File: src/rtl/wbPkg.sv
package wbPkg;

  typedef enum logic [1:0] {
    ST_IDLE,
    ST_COPY,
    ST_FILL,
    ST_WTHRU
  } ctlState_t;

  typedef enum logic [1:0] {
    SEL_NONE,
    SEL_FILL,
    SEL_WT,
    SEL_DRAIN
  } memSel_t;

  // strobes from control to datapath
  typedef struct packed {
    logic    latch;     // capture the accepted request
    logic    capWord;   // store victim word at beatIdx
    logic    capDone;   // last victim word: buffer becomes occupied
    logic    fillAck;   // a fill beat completed
    logic    drainAck;  // a drain beat completed
    memSel_t sel;       // owner of the memory port this cycle
  } ctlStrobe_t;

endpackage

File: src/rtl/wbControl.sv
module wbControl
  import wbPkg::*;
#(
  parameter int LINE_WORDS = 4,
  localparam int IDX_W = $clog2(LINE_WORDS)
) (
  input  logic             clk,
  input  logic             rstN,
  input  logic             reqValid,
  input  logic             wbMode,
  input  logic             victimDirty,
  input  logic             reqBufMatch,
  input  logic             bufFull,
  input  logic             memAck,
  output ctlStrobe_t       st,
  output logic [IDX_W-1:0] beatIdx,
  output logic             vicRdEn,
  output logic             arrWrEn,
  output logic             tagWrEn,
  output logic             reqDone,
  output logic             memReq
);

  ctlState_t        state, stateNx;
  logic [IDX_W-1:0] cnt, cntNx;
  logic             drainOpen;
  logic             lastBeat, blockNew, accept, drainGo;
  memSel_t          sel;

  assign lastBeat = (cnt == IDX_W'(LINE_WORDS - 1));

  // a miss waits while a drain beat is open, while it targets the
  // buffered line, or while it needs the buffer and the buffer is busy
  assign blockNew = drainOpen | reqBufMatch | (wbMode & victimDirty & bufFull);
  assign accept   = (state == ST_IDLE) & reqValid & ~blockNew;

  // drain beats only start when no miss is taking the port
  assign drainGo  = bufFull & (drainOpen | ((state == ST_IDLE) & ~accept));

  always_comb begin
    unique case (state)
      ST_FILL:  sel = SEL_FILL;
      ST_WTHRU: sel = SEL_WT;
      default:  sel = drainGo ? SEL_DRAIN : SEL_NONE;
    endcase
  end

  always_comb begin
    stateNx = state;
    cntNx   = cnt;
    unique case (state)
      ST_IDLE: begin
        cntNx = '0;
        if (accept) begin
          if (!wbMode)          stateNx = ST_WTHRU;
          else if (victimDirty) stateNx = ST_COPY;
          else                  stateNx = ST_FILL;
        end
      end
      ST_COPY: begin
        cntNx = cnt + 1'b1;
        if (lastBeat) begin
          stateNx = ST_FILL;
          cntNx   = '0;
        end
      end
      ST_FILL: begin
        if (memAck) begin
          cntNx = cnt + 1'b1;
          if (lastBeat) stateNx = ST_IDLE;
        end
      end
      ST_WTHRU: begin
        if (memAck) stateNx = ST_IDLE;
      end
      default: stateNx = ST_IDLE;
    endcase
  end

  always_ff @(posedge clk) begin
    if (!rstN) begin
      state     <= ST_IDLE;
      cnt       <= '0;
      drainOpen <= 1'b0;
    end else begin
      state     <= stateNx;
      cnt       <= cntNx;
      drainOpen <= (sel == SEL_DRAIN) & ~memAck;
    end
  end

  assign st.latch    = accept;
  assign st.capWord  = (state == ST_COPY);
  assign st.capDone  = (state == ST_COPY) & lastBeat;
  assign st.fillAck  = (state == ST_FILL) & memAck;
  assign st.drainAck = (sel == SEL_DRAIN) & memAck;
  assign st.sel      = sel;

  assign beatIdx = cnt;
  assign vicRdEn = (state == ST_COPY);
  assign arrWrEn = st.fillAck;
  assign tagWrEn = st.fillAck & lastBeat;
  assign reqDone = (st.fillAck & lastBeat) | ((state == ST_WTHRU) & memAck);
  assign memReq  = (sel != SEL_NONE);

endmodule

File: src/rtl/wbDatapath.sv
module wbDatapath
  import wbPkg::*;
#(
  parameter int ADDR_W     = 32,
  parameter int DATA_W     = 32,
  parameter int LINE_WORDS = 4,
  parameter int WAY_W      = 2,
  parameter int ZERO_TOP   = 3,
  localparam int IDX_W  = $clog2(LINE_WORDS),
  localparam int BYTE_W = $clog2(DATA_W / 8),
  localparam int OFF_W  = IDX_W + BYTE_W,
  localparam int LINE_W = ADDR_W - OFF_W
) (
  input  logic              clk,
  input  logic              rstN,
  input  ctlStrobe_t        st,
  input  logic [IDX_W-1:0]  beatIdx,
  input  logic [ADDR_W-1:0] reqAddr,
  input  logic [DATA_W-1:0] reqData,
  input  logic [WAY_W-1:0]  reqWay,
  input  logic [LINE_W-1:0] victimLine,
  input  logic [DATA_W-1:0] vicRdData,
  input  logic [DATA_W-1:0] memRData,
  input  logic              lkValid,
  input  logic [LINE_W-1:0] lkLine,
  output logic              bufFull,
  output logic              reqBufMatch,
  output logic              lkStall,
  output logic [WAY_W-1:0]  arrWay,
  output logic [LINE_W-1:0] arrLine,
  output logic [DATA_W-1:0] arrWrData,
  output logic              memWrite,
  output logic [ADDR_W-1:0] memAddr,
  output logic [DATA_W-1:0] memWData
);

  logic [LINE_W-1:0] curLine, vicLine, bufLine;
  logic [IDX_W-1:0]  curWord, drainIdx;
  logic [DATA_W-1:0] curData;
  logic [WAY_W-1:0]  curWay;
  logic [DATA_W-1:0] bufRd [LINE_WORDS];
  logic              unusedLow;

  assign unusedLow = ^reqAddr[BYTE_W-1:0];

  // request context, captured when the miss is accepted
  always_ff @(posedge clk) begin
    if (!rstN) begin
      curLine <= '0;
      curWord <= '0;
      curData <= '0;
      curWay  <= '0;
      vicLine <= '0;
    end else if (st.latch) begin
      curLine <= reqAddr[ADDR_W-1:OFF_W];
      curWord <= reqAddr[OFF_W-1:BYTE_W];
      curData <= reqData;
      curWay  <= reqWay;
      vicLine <= victimLine;
    end
  end

  // one register per buffered word
  for (genvar w = 0; w < LINE_WORDS; w++) begin : gWord
    logic [DATA_W-1:0] wordQ;
    always_ff @(posedge clk) begin
      if (st.capWord && beatIdx == IDX_W'(w)) wordQ <= vicRdData;
    end
    assign bufRd[w] = wordQ;
  end

  // occupancy, line address and drain pointer
  always_ff @(posedge clk) begin
    if (!rstN) begin
      bufFull  <= 1'b0;
      bufLine  <= '0;
      drainIdx <= '0;
    end else if (st.capDone) begin
      bufFull  <= 1'b1;
      bufLine  <= vicLine;
      drainIdx <= '0;
    end else if (st.drainAck) begin
      drainIdx <= drainIdx + 1'b1;
      if (drainIdx == IDX_W'(LINE_WORDS - 1)) bufFull <= 1'b0;
    end
  end

  assign reqBufMatch = bufFull & (reqAddr[ADDR_W-1:OFF_W] == bufLine);
  assign lkStall     = lkValid & bufFull & (lkLine == bufLine);

  assign arrWay    = curWay;
  assign arrLine   = curLine;
  assign arrWrData = (beatIdx == curWord) ? curData : memRData;

  always_comb begin
    memWrite = 1'b0;
    memAddr  = '0;
    memWData = '0;
    unique case (st.sel)
      SEL_FILL: memAddr = {curLine, beatIdx, {BYTE_W{1'b0}}};
      SEL_WT: begin
        memWrite = 1'b1;
        memAddr  = {curLine, curWord, {BYTE_W{1'b0}}};
        memWData = curData;
      end
      SEL_DRAIN: begin
        memWrite = 1'b1;
        memAddr  = {{ZERO_TOP{1'b0}}, bufLine[LINE_W-ZERO_TOP-1:0], drainIdx, {BYTE_W{1'b0}}};
        memWData = bufRd[drainIdx];
      end
      default: ;
    endcase
  end

endmodule

File: src/rtl/wbMissBuffer.sv
module wbMissBuffer
  import wbPkg::*;
#(
  parameter int ADDR_W     = 32,
  parameter int DATA_W     = 32,
  parameter int LINE_WORDS = 4,
  parameter int WAYS       = 4,
  parameter int ZERO_TOP   = 3,
  localparam int WAY_W  = $clog2(WAYS),
  localparam int IDX_W  = $clog2(LINE_WORDS),
  localparam int BYTE_W = $clog2(DATA_W / 8),
  localparam int LINE_W = ADDR_W - IDX_W - BYTE_W
) (
  input  logic              clk,
  input  logic              rstN,
  input  logic              wbMode,
  input  logic              reqValid,
  input  logic [ADDR_W-1:0] reqAddr,
  input  logic [DATA_W-1:0] reqData,
  input  logic [WAY_W-1:0]  reqWay,
  input  logic              victimDirty,
  input  logic [LINE_W-1:0] victimLine,
  output logic              reqDone,
  output logic              vicRdEn,
  output logic [IDX_W-1:0]  vicRdWord,
  input  logic [DATA_W-1:0] vicRdData,
  output logic [WAY_W-1:0]  arrWay,
  output logic [LINE_W-1:0] arrLine,
  output logic              arrWrEn,
  output logic [IDX_W-1:0]  arrWrWord,
  output logic [DATA_W-1:0] arrWrData,
  output logic              tagWrEn,
  output logic              lruTouch,
  input  logic              lkValid,
  input  logic [LINE_W-1:0] lkLine,
  output logic              lkStall,
  output logic              memReq,
  output logic              memWrite,
  output logic [ADDR_W-1:0] memAddr,
  output logic [DATA_W-1:0] memWData,
  input  logic              memAck,
  input  logic [DATA_W-1:0] memRData
);

  ctlStrobe_t       st;
  memSel_t          memSel;
  logic [IDX_W-1:0] beatIdx;
  logic             bufFull, reqBufMatch;

  wbControl #(.LINE_WORDS(LINE_WORDS)) uCtl (
    .clk(clk), .rstN(rstN), .reqValid(reqValid), .wbMode(wbMode),
    .victimDirty(victimDirty), .reqBufMatch(reqBufMatch), .bufFull(bufFull),
    .memAck(memAck), .st(st), .beatIdx(beatIdx), .vicRdEn(vicRdEn),
    .arrWrEn(arrWrEn), .tagWrEn(tagWrEn), .reqDone(reqDone), .memReq(memReq)
  );

  wbDatapath #(
    .ADDR_W(ADDR_W), .DATA_W(DATA_W), .LINE_WORDS(LINE_WORDS),
    .WAY_W(WAY_W), .ZERO_TOP(ZERO_TOP)
  ) uDp (
    .clk(clk), .rstN(rstN), .st(st), .beatIdx(beatIdx), .reqAddr(reqAddr),
    .reqData(reqData), .reqWay(reqWay), .victimLine(victimLine),
    .vicRdData(vicRdData), .memRData(memRData), .lkValid(lkValid),
    .lkLine(lkLine), .bufFull(bufFull), .reqBufMatch(reqBufMatch),
    .lkStall(lkStall), .arrWay(arrWay), .arrLine(arrLine),
    .arrWrData(arrWrData), .memWrite(memWrite), .memAddr(memAddr),
    .memWData(memWData)
  );

  assign memSel    = st.sel;
  assign vicRdWord = beatIdx;
  assign arrWrWord = beatIdx;
  assign lruTouch  = tagWrEn;

endmodule

File: config.mk
export PLATFORM = sky130hd
export DESIGN_NAME = wbMissBuffer
export DESIGN_NICKNAME = d
export VERILOG_FILES = /design/src/rtl/wbPkg.sv /design/src/rtl/wbControl.sv /design/src/rtl/wbDatapath.sv /design/src/rtl/wbMissBuffer.sv
export SDC_FILE = /design/constraint.sdc
export NUM_CORES = 1
export LEC_CHECK = 0
export ABC_AREA = 1
export BUFFER_PORTS_ARGS = -buffer_cell sky130_fd_sc_hd__buf_4
export CAP_MARGIN = 20
export CELL_PAD_IN_SITES_DETAIL_PLACEMENT = 0
export CELL_PAD_IN_SITES_GLOBAL_PLACEMENT = 1
export CORE_ASPECT_RATIO = 1.4
export CORE_MARGIN = 1.5
export CORE_UTILIZATION = 41
export CTS_CLUSTER_SIZE = 16
export DETAILED_ROUTE_END_ITERATION = 7
export PLACE_DENSITY_LB_ADDON = 0.15
export SLEW_MARGIN = 30
export SYNTH_ARGS = -nofsm -noshare
export SYNTH_HDL_FRONTEND = slang
export SYNTH_SLANG_ARGS = --single-unit
export TNS_END_PERCENT = 20
File: constraint.sdc
create_clock -name clk -period 3.9 [get_ports clk]
set_clock_uncertainty 0.05 [all_clocks]
set_input_delay 0.39 -clock clk [delete_from_list [all_inputs] [get_ports clk]]
set_output_delay 0.39 -clock clk [all_outputs]
set_load 0.01 [all_outputs]
; ---- Word-level counts from Yosys, hierarchy flattened
; Index checks and enable logic that the tools add are counted.
[word_totals]
input_bits = 193
reg_bits = 256
output_inout_bits = 138
[classes]
n_eq_ne = 18
add_sub_neg = 2
n_lt_le_gt_ge = 1
n_reduce_logical = 15
bitwise_logic = 24
mux = 23
[op_table]
columns = op, count
row1 = two-way mux 32 bit, 3
row2 = one-hot mux 32 bit (3 select lines), 1
row3 = binary-select mux 32 bit (select 2 bit), 1
row4 = one-hot mux 32 bit (2 select lines), 1
row5 = == test 28 bit, 2
row6 = two-way mux 2 bit, 10
row7 = AND 1 bit, 15
row8 = == test 2 bit (second input constant), 7
row9 = one-hot mux 2 bit (4 select lines), 1
row10 = == test 2 x 1 -> 1 bit (second input constant), 3
row11 = != test 2 x 1 -> 1 bit (second input constant), 3
row12 = one-hot mux 2 bit (3 select lines), 1
row13 = nonzero test 2 bit, 3
row14 = AND reduction 5 bit, 1
row15 = adder 2 x 1 -> 2 bit (second input constant), 2
row16 = logical AND 1 bit, 4
row17 = zero test 2 bit, 2
row18 = two-way mux 1 bit, 4
row19 = != test 2 bit (second input constant), 2
row20 = NOT 1 bit, 4
row21 = OR 1 bit, 4
row22 = one-hot mux 2 bit (2 select lines), 1
row23 = AND reduction 2 bit, 2
row24 = OR reduction 2 bit, 2
row25 = 4 further kinds, 4

; ---- Longest topological paths before layout
[logic_depth]
depth_word = 16
mapped_depth = 20

; ---- Hierarchy
; Synthesis repeated with hierarchy kept, for this count alone.
[hier_totals]
cells_unflattened = 1396
hier_area_um2 = 11501.0
[modules_own_cells]
columns = module, cells_per_inst, area_per_inst_um2, instances
row1 = wbDatapath, 1320, 10996.8, 1
row2 = wbControl, 73, 481.7, 1
row3 = wbMissBuffer, 3, 22.5, 1

; ---- Worst setup path after synthesis
; No wires, ideal clock.
[synth_timing]
path_type = register -> register
start = register uCtl.state[1]
end = register uDp.gWord[3].wordQ[0] (enable)
arrival_ps = 2152
path_stages_with_launch = 6
setup_slack_ps = 1289
setup_ps = 409
synth_period_minus_slack_ps = 2611
required_ps = 3441
cell_sequence = dfxtp_1 -> inv_1 -> ha_1 -> nand2_1 -> inv_1 -> clkbuf_1
[synth_between]
elab_chain_len = 2
[synth_lines]
columns = element, line
row1 = start: declaration, wbControl.sv:24  ; ctlState_t state, stateNx;
row2 = start signal: assignment, wbControl.sv:86  ; state <= stateNx;
row3 = == test 2 x 1 -> 1 bit, --
row4 = via vicRdEn, wbMissBuffer.sv:24  ; output logic vicRdEn,
row5 = logical AND 1 bit, wbDatapath.sv:67  ; if (st.capWord && beatIdx == IDX_W'(w)) wordQ <= vicRdData;
row6 = end signal: assignment, wbDatapath.sv:67
row7 = end: declaration, wbDatapath.sv:65  ; logic [DATA_W-1:0] wordQ;
; The timed path passes the listed nets, and every way through them passes these cells.
; A chain may end at the register's enable or synchronous reset.

; ---- Worst setup path after layout
[layout_timing]
start = register uDp.bufLine[0]
end = output memAddr[18]
[layout_between]
elab_chain_len = 14
elab_cells_between_ends = 16
[layout_lines]
columns = element, line
row1 = start: declaration, wbDatapath.sv:37  ; logic [LINE_W-1:0] curLine, vicLine, bufLine;
row2 = start signal: assignment, wbDatapath.sv:80  ; bufLine <= vicLine;
row3 = == test 28 bit *, wbDatapath.sv:88  ; assign reqBufMatch = bufFull & (reqAddr[ADDR_W-1:OFF_W] == bufLine);
row4 = AND 1 bit *, wbDatapath.sv:88
row5 = OR 1 bit * (2 in a row), wbControl.sv:34  ; assign blockNew = drainOpen | reqBufMatch | (wbMode & victimDirty & bufFull);
row6 = NOT 1 bit *, wbControl.sv:35  ; assign accept = (state == ST_IDLE) & reqValid & ~blockNew;
row7 = AND 1 bit *, wbControl.sv:35
row8 = NOT 1 bit *, wbControl.sv:38  ; assign drainGo = bufFull & (drainOpen | ((state == ST_IDLE) & ~accept));
row9 = AND 1 bit *, wbControl.sv:38
row10 = OR 1 bit *, wbControl.sv:38
row11 = AND 1 bit *, wbControl.sv:38
row12 = two-way mux 2 bit *, wbControl.sv:44  ; default: sel = drainGo ? SEL_DRAIN : SEL_NONE;
row13 = one-hot mux 2 bit (2 select lines) *, wbControl.sv:41  ; unique case (state)
row14 = == test 2 bit / == test 2 x 1 -> 1 bit (equally long branches), wbDatapath.sv:99  ; unique case (st.sel)
row15 = one-hot mux 32 bit (3 select lines) *, wbDatapath.sv:99
row16 = end: declaration, wbMissBuffer.sv:39  ; output logic [ADDR_W-1:0] memAddr,
; Every way passes the cells marked *; elsewhere a longest branch is shown, timed or not.

==> reports/metrics.cfg <==
[timing]
fin_crit_ns = 3.54
max_freq_mhz = 283
finalSetupViolCount = 0
grt_setup_unrepaired = no
fin_ws_ns = 0.363
timing.final.hold_violations = 0
tightestPinTransition_ns = 0.943
setup_tns_ns = 0
relSlewSlack_pct = 37.1
period_share_pct = 90.7
worst_hold_slack_ns = 0.0422
drv_slew = 0

[synthesis]
synthTopCellsByCount = 229 x o21ai_0, 212 x nor2_1, 189 x nand2_1
synth_warnings = 0
synth.avg_cell_area_sq_um = 8.69
async_flop_share_pct = 0
yosys-top-cells-area = edfxtp_1 33%, dfxtp_1 22%, o21ai_0 9.8%
synth-edff-count = 128
synth.most_common_cell = o21ai_0
syn_inst = 1343
ys_seq_area_share_pct = 54.9
ys_seq_elements = 256
netlist_area_sq_um = 11700
synth_ff_type = edfxtp_1
ys_types = 41
synth.largest_area_cell = edfxtp_1
synth_top_area_share_pct = 32.9

[finish]
final_cells = 2059
diodes = 0
fin_nets = 1874
drive_gt1_share_pct = 26.3
area_growth_pct = 33.5
multi_input_area_sq_um = 4480
num-fill-cells = 2629
seq_area_sq_um = 6410

[cts]
htreeDepth = 1
cts_setup_buffers = 0
cts_root_buffer = clkbuf_16
cts_tree = yes
clkTransAtPathRegs_ns = 0.07
clock_sinks = 256
cts_buffer_depth = 3
clk_latency_ns = 0.54
cts_resized = 0
numCtsBuffers = 26

[global_routing]
grt_pass1_wl_microns = 55700
antenna_found_initial = 1
grt_overflow = 0
gr-usage-all-layers_pct = 23.9
grt_max_degree = 102
grt_pass1_vias = 9979

[worst_setup_path]
end_kind = output port
crit_arrival_ns = 3.10
cpMostUsedCell = nand2_1
startpoint_type = flip-flop
max_stage_delay_ns = 0.44
cp.required_ns = 3.46
worst-path-buf-inv = 3
cpMaxStageDelayCell = dfxtp_1
critPathMaxFanout = 18
path_delay_family = simple AND/OR/NAND/NOR gates
crit_chain = xnor2_1 -> nand2_1 -> nor2_1 -> nand2_1 -> nor2_1 -> nand2_1 -> nand2_1 -> nand2_1 -> nand2_4 -> nand2_2 -> nand2_2 -> nand2_1 -> nand2_2 -> o21ai_2 -> nand2_2 -> buf_4 -> nand2_1 -> inv_1 -> buf_4
criticalPathCategory = flip-flop to output port

[power]
powerDensity_nw_per_um2 = 557
ir_drop_uv = 321
finalPower_mw = 8.67
power_leakage_nw = 6.72

[run_status]
outcome = finished, final reports clean

[floorplanning]
rows = 72
fp.dieW_microns = 146
num_io_pins = 331
die_y_microns = 203
die-area_sq_um = 29500
core_area_sq_um = 27800
start_util_pct = 41.9

[place]
place.gp.congestion = 0.812
place_inst = 1978
portBuffers = 326
dp_hpwl_microns = 24500
dp_slack_ns = 0.733

[detailed_routing]
dr.pass1.iters = 5
viasPerCell = 5.01
routed_wl_microns = 35800
via_count = 10300
drc_errors = 0
drt_iter0_markers = 421
final_antenna_net_count = 0
wire_per_inst_microns = 17.4

[hold_path]
hold_class = input port to flip-flop

[run]
maxCapViolCount = 0

[cells by family after synthesis]
| logic type | count (synthesis) | share of synthesized area, % |
|---|---|---|
| AOI/OAI and AO/OA | 320 | 14.3 |
| xor gates and xnor gates | 37 | 2.78 |
| adders and majority gates | 12 | 1.29 |
| buffers and inverters | 199 | 6.86 |
| DFF | 256 | 54.9 |
| muxes | 32 | 3.09 |
| other | 1 | 0.0321 |
| and+or+nand+nor | 486 | 16.8 |
[flip-flops by register name (all words and copies together), names as in the netlist]
signal,count
uDp.gWord.wordQ,128
uDp.curData,32
uDp.arrLine,28
uDp.bufLine,28
uDp.vicLine,28
uCtl.beatIdx,2
uCtl.state,2
uDp.arrWay,2
uDp.curWord,2
uDp.drainIdx,2
uCtl.drainOpen,1
uDp.bufFull,1
[placed cells by master (no fill, tap or decap), drive strengths merged, types with 6 or more instances in the layout]
cell and n:
mux2 32, clkinv 9, xnor2 31, clkbuf 35, inv 108, xor2 6, dfxtp 128, a21oi 59
nand2 194, dlygate4sd3 33, nand3 66, nor2 212, ha 12, o21ai 238, buf 353, edfxtp 128
[worst register-to-register path, stage by stage, from the launching register on]
cell and delay [ns]:
dfxtp_1 0.44, xnor2_1 0.14, nand2_1 0.06, nor2_1 0.16
nand2_1 0.10, nor2_1 0.10, nand2_1 0.07, nand2_1 0.06
nand2_1 0.08, nand2_4 0.10, buf_4 0.71, o21ai_0 0.28
nor2_1 0.12
[final cells by class]
class / instances / area share [%]
inverters: 110 / 2.66
flip-flops and latches: 256 / 41.1
clock inverters: 13 / 0.634
multi-input cells: 889 / 28.7
well taps: 370 / 2.97
clock buffers: 35 / 4.59
repair buffers: 386 / 19.3
[final timing paths]
path | startpoint | end | slack [ns] | depth (start not counted)
max reg2reg | uDp.bufLine[0]$_SDFFE_PN0P_ | uDp.curData[21]$_SDFFE_PN0P_ | 1.37 | 12
max | uDp.bufLine[0]$_SDFFE_PN0P_ | memAddr[18] | 0.36 | 19
min reg2reg | uDp.vicLine[26]$_SDFFE_PN0P_ | uDp.vicLine[26]$_SDFFE_PN0P_ | 0.43 | 2
min | victimLine[16] | uDp.vicLine[16]$_SDFFE_PN0P_ | 0.04 | 3
[routing by layer]
layer | part of all wire (%) | track usage [%]
met3 | 6.3 | 4.36
met5 | 0.045 | 0
met1 | 39 | 27.4
met2 | 52 | 44.6
met4 | 2.7 | 7.94
[report_power, final]
group | total, mW | switching (mW) | leakage [nW] | internal (mW)
Combinational | 2.82 | 1.60 | 4.13 | 1.21
Clock | 2.40 | 1.05 | 0.381 | 1.36
Sequential | 3.45 | 0.220 | 2.21 | 3.23
[metrics by stage]
step | util [%] | area (sq um)
after floorplan | - | 11700
after global placement | 51.9 | 14400
after detailed placement | 51.9 | 14400
after CTS | 56.0 | 15600
after global routing | 56.0 | 15600
final | 56.0 | 15600
[repair_timing]
item                                    in CTS  in global routing
hold endpoints to repair                   129                  0
endpoints found under the setup margin       0                  0
hold buffers                                33                  0
No activity file was read; power rests on OpenSTA's default activity.
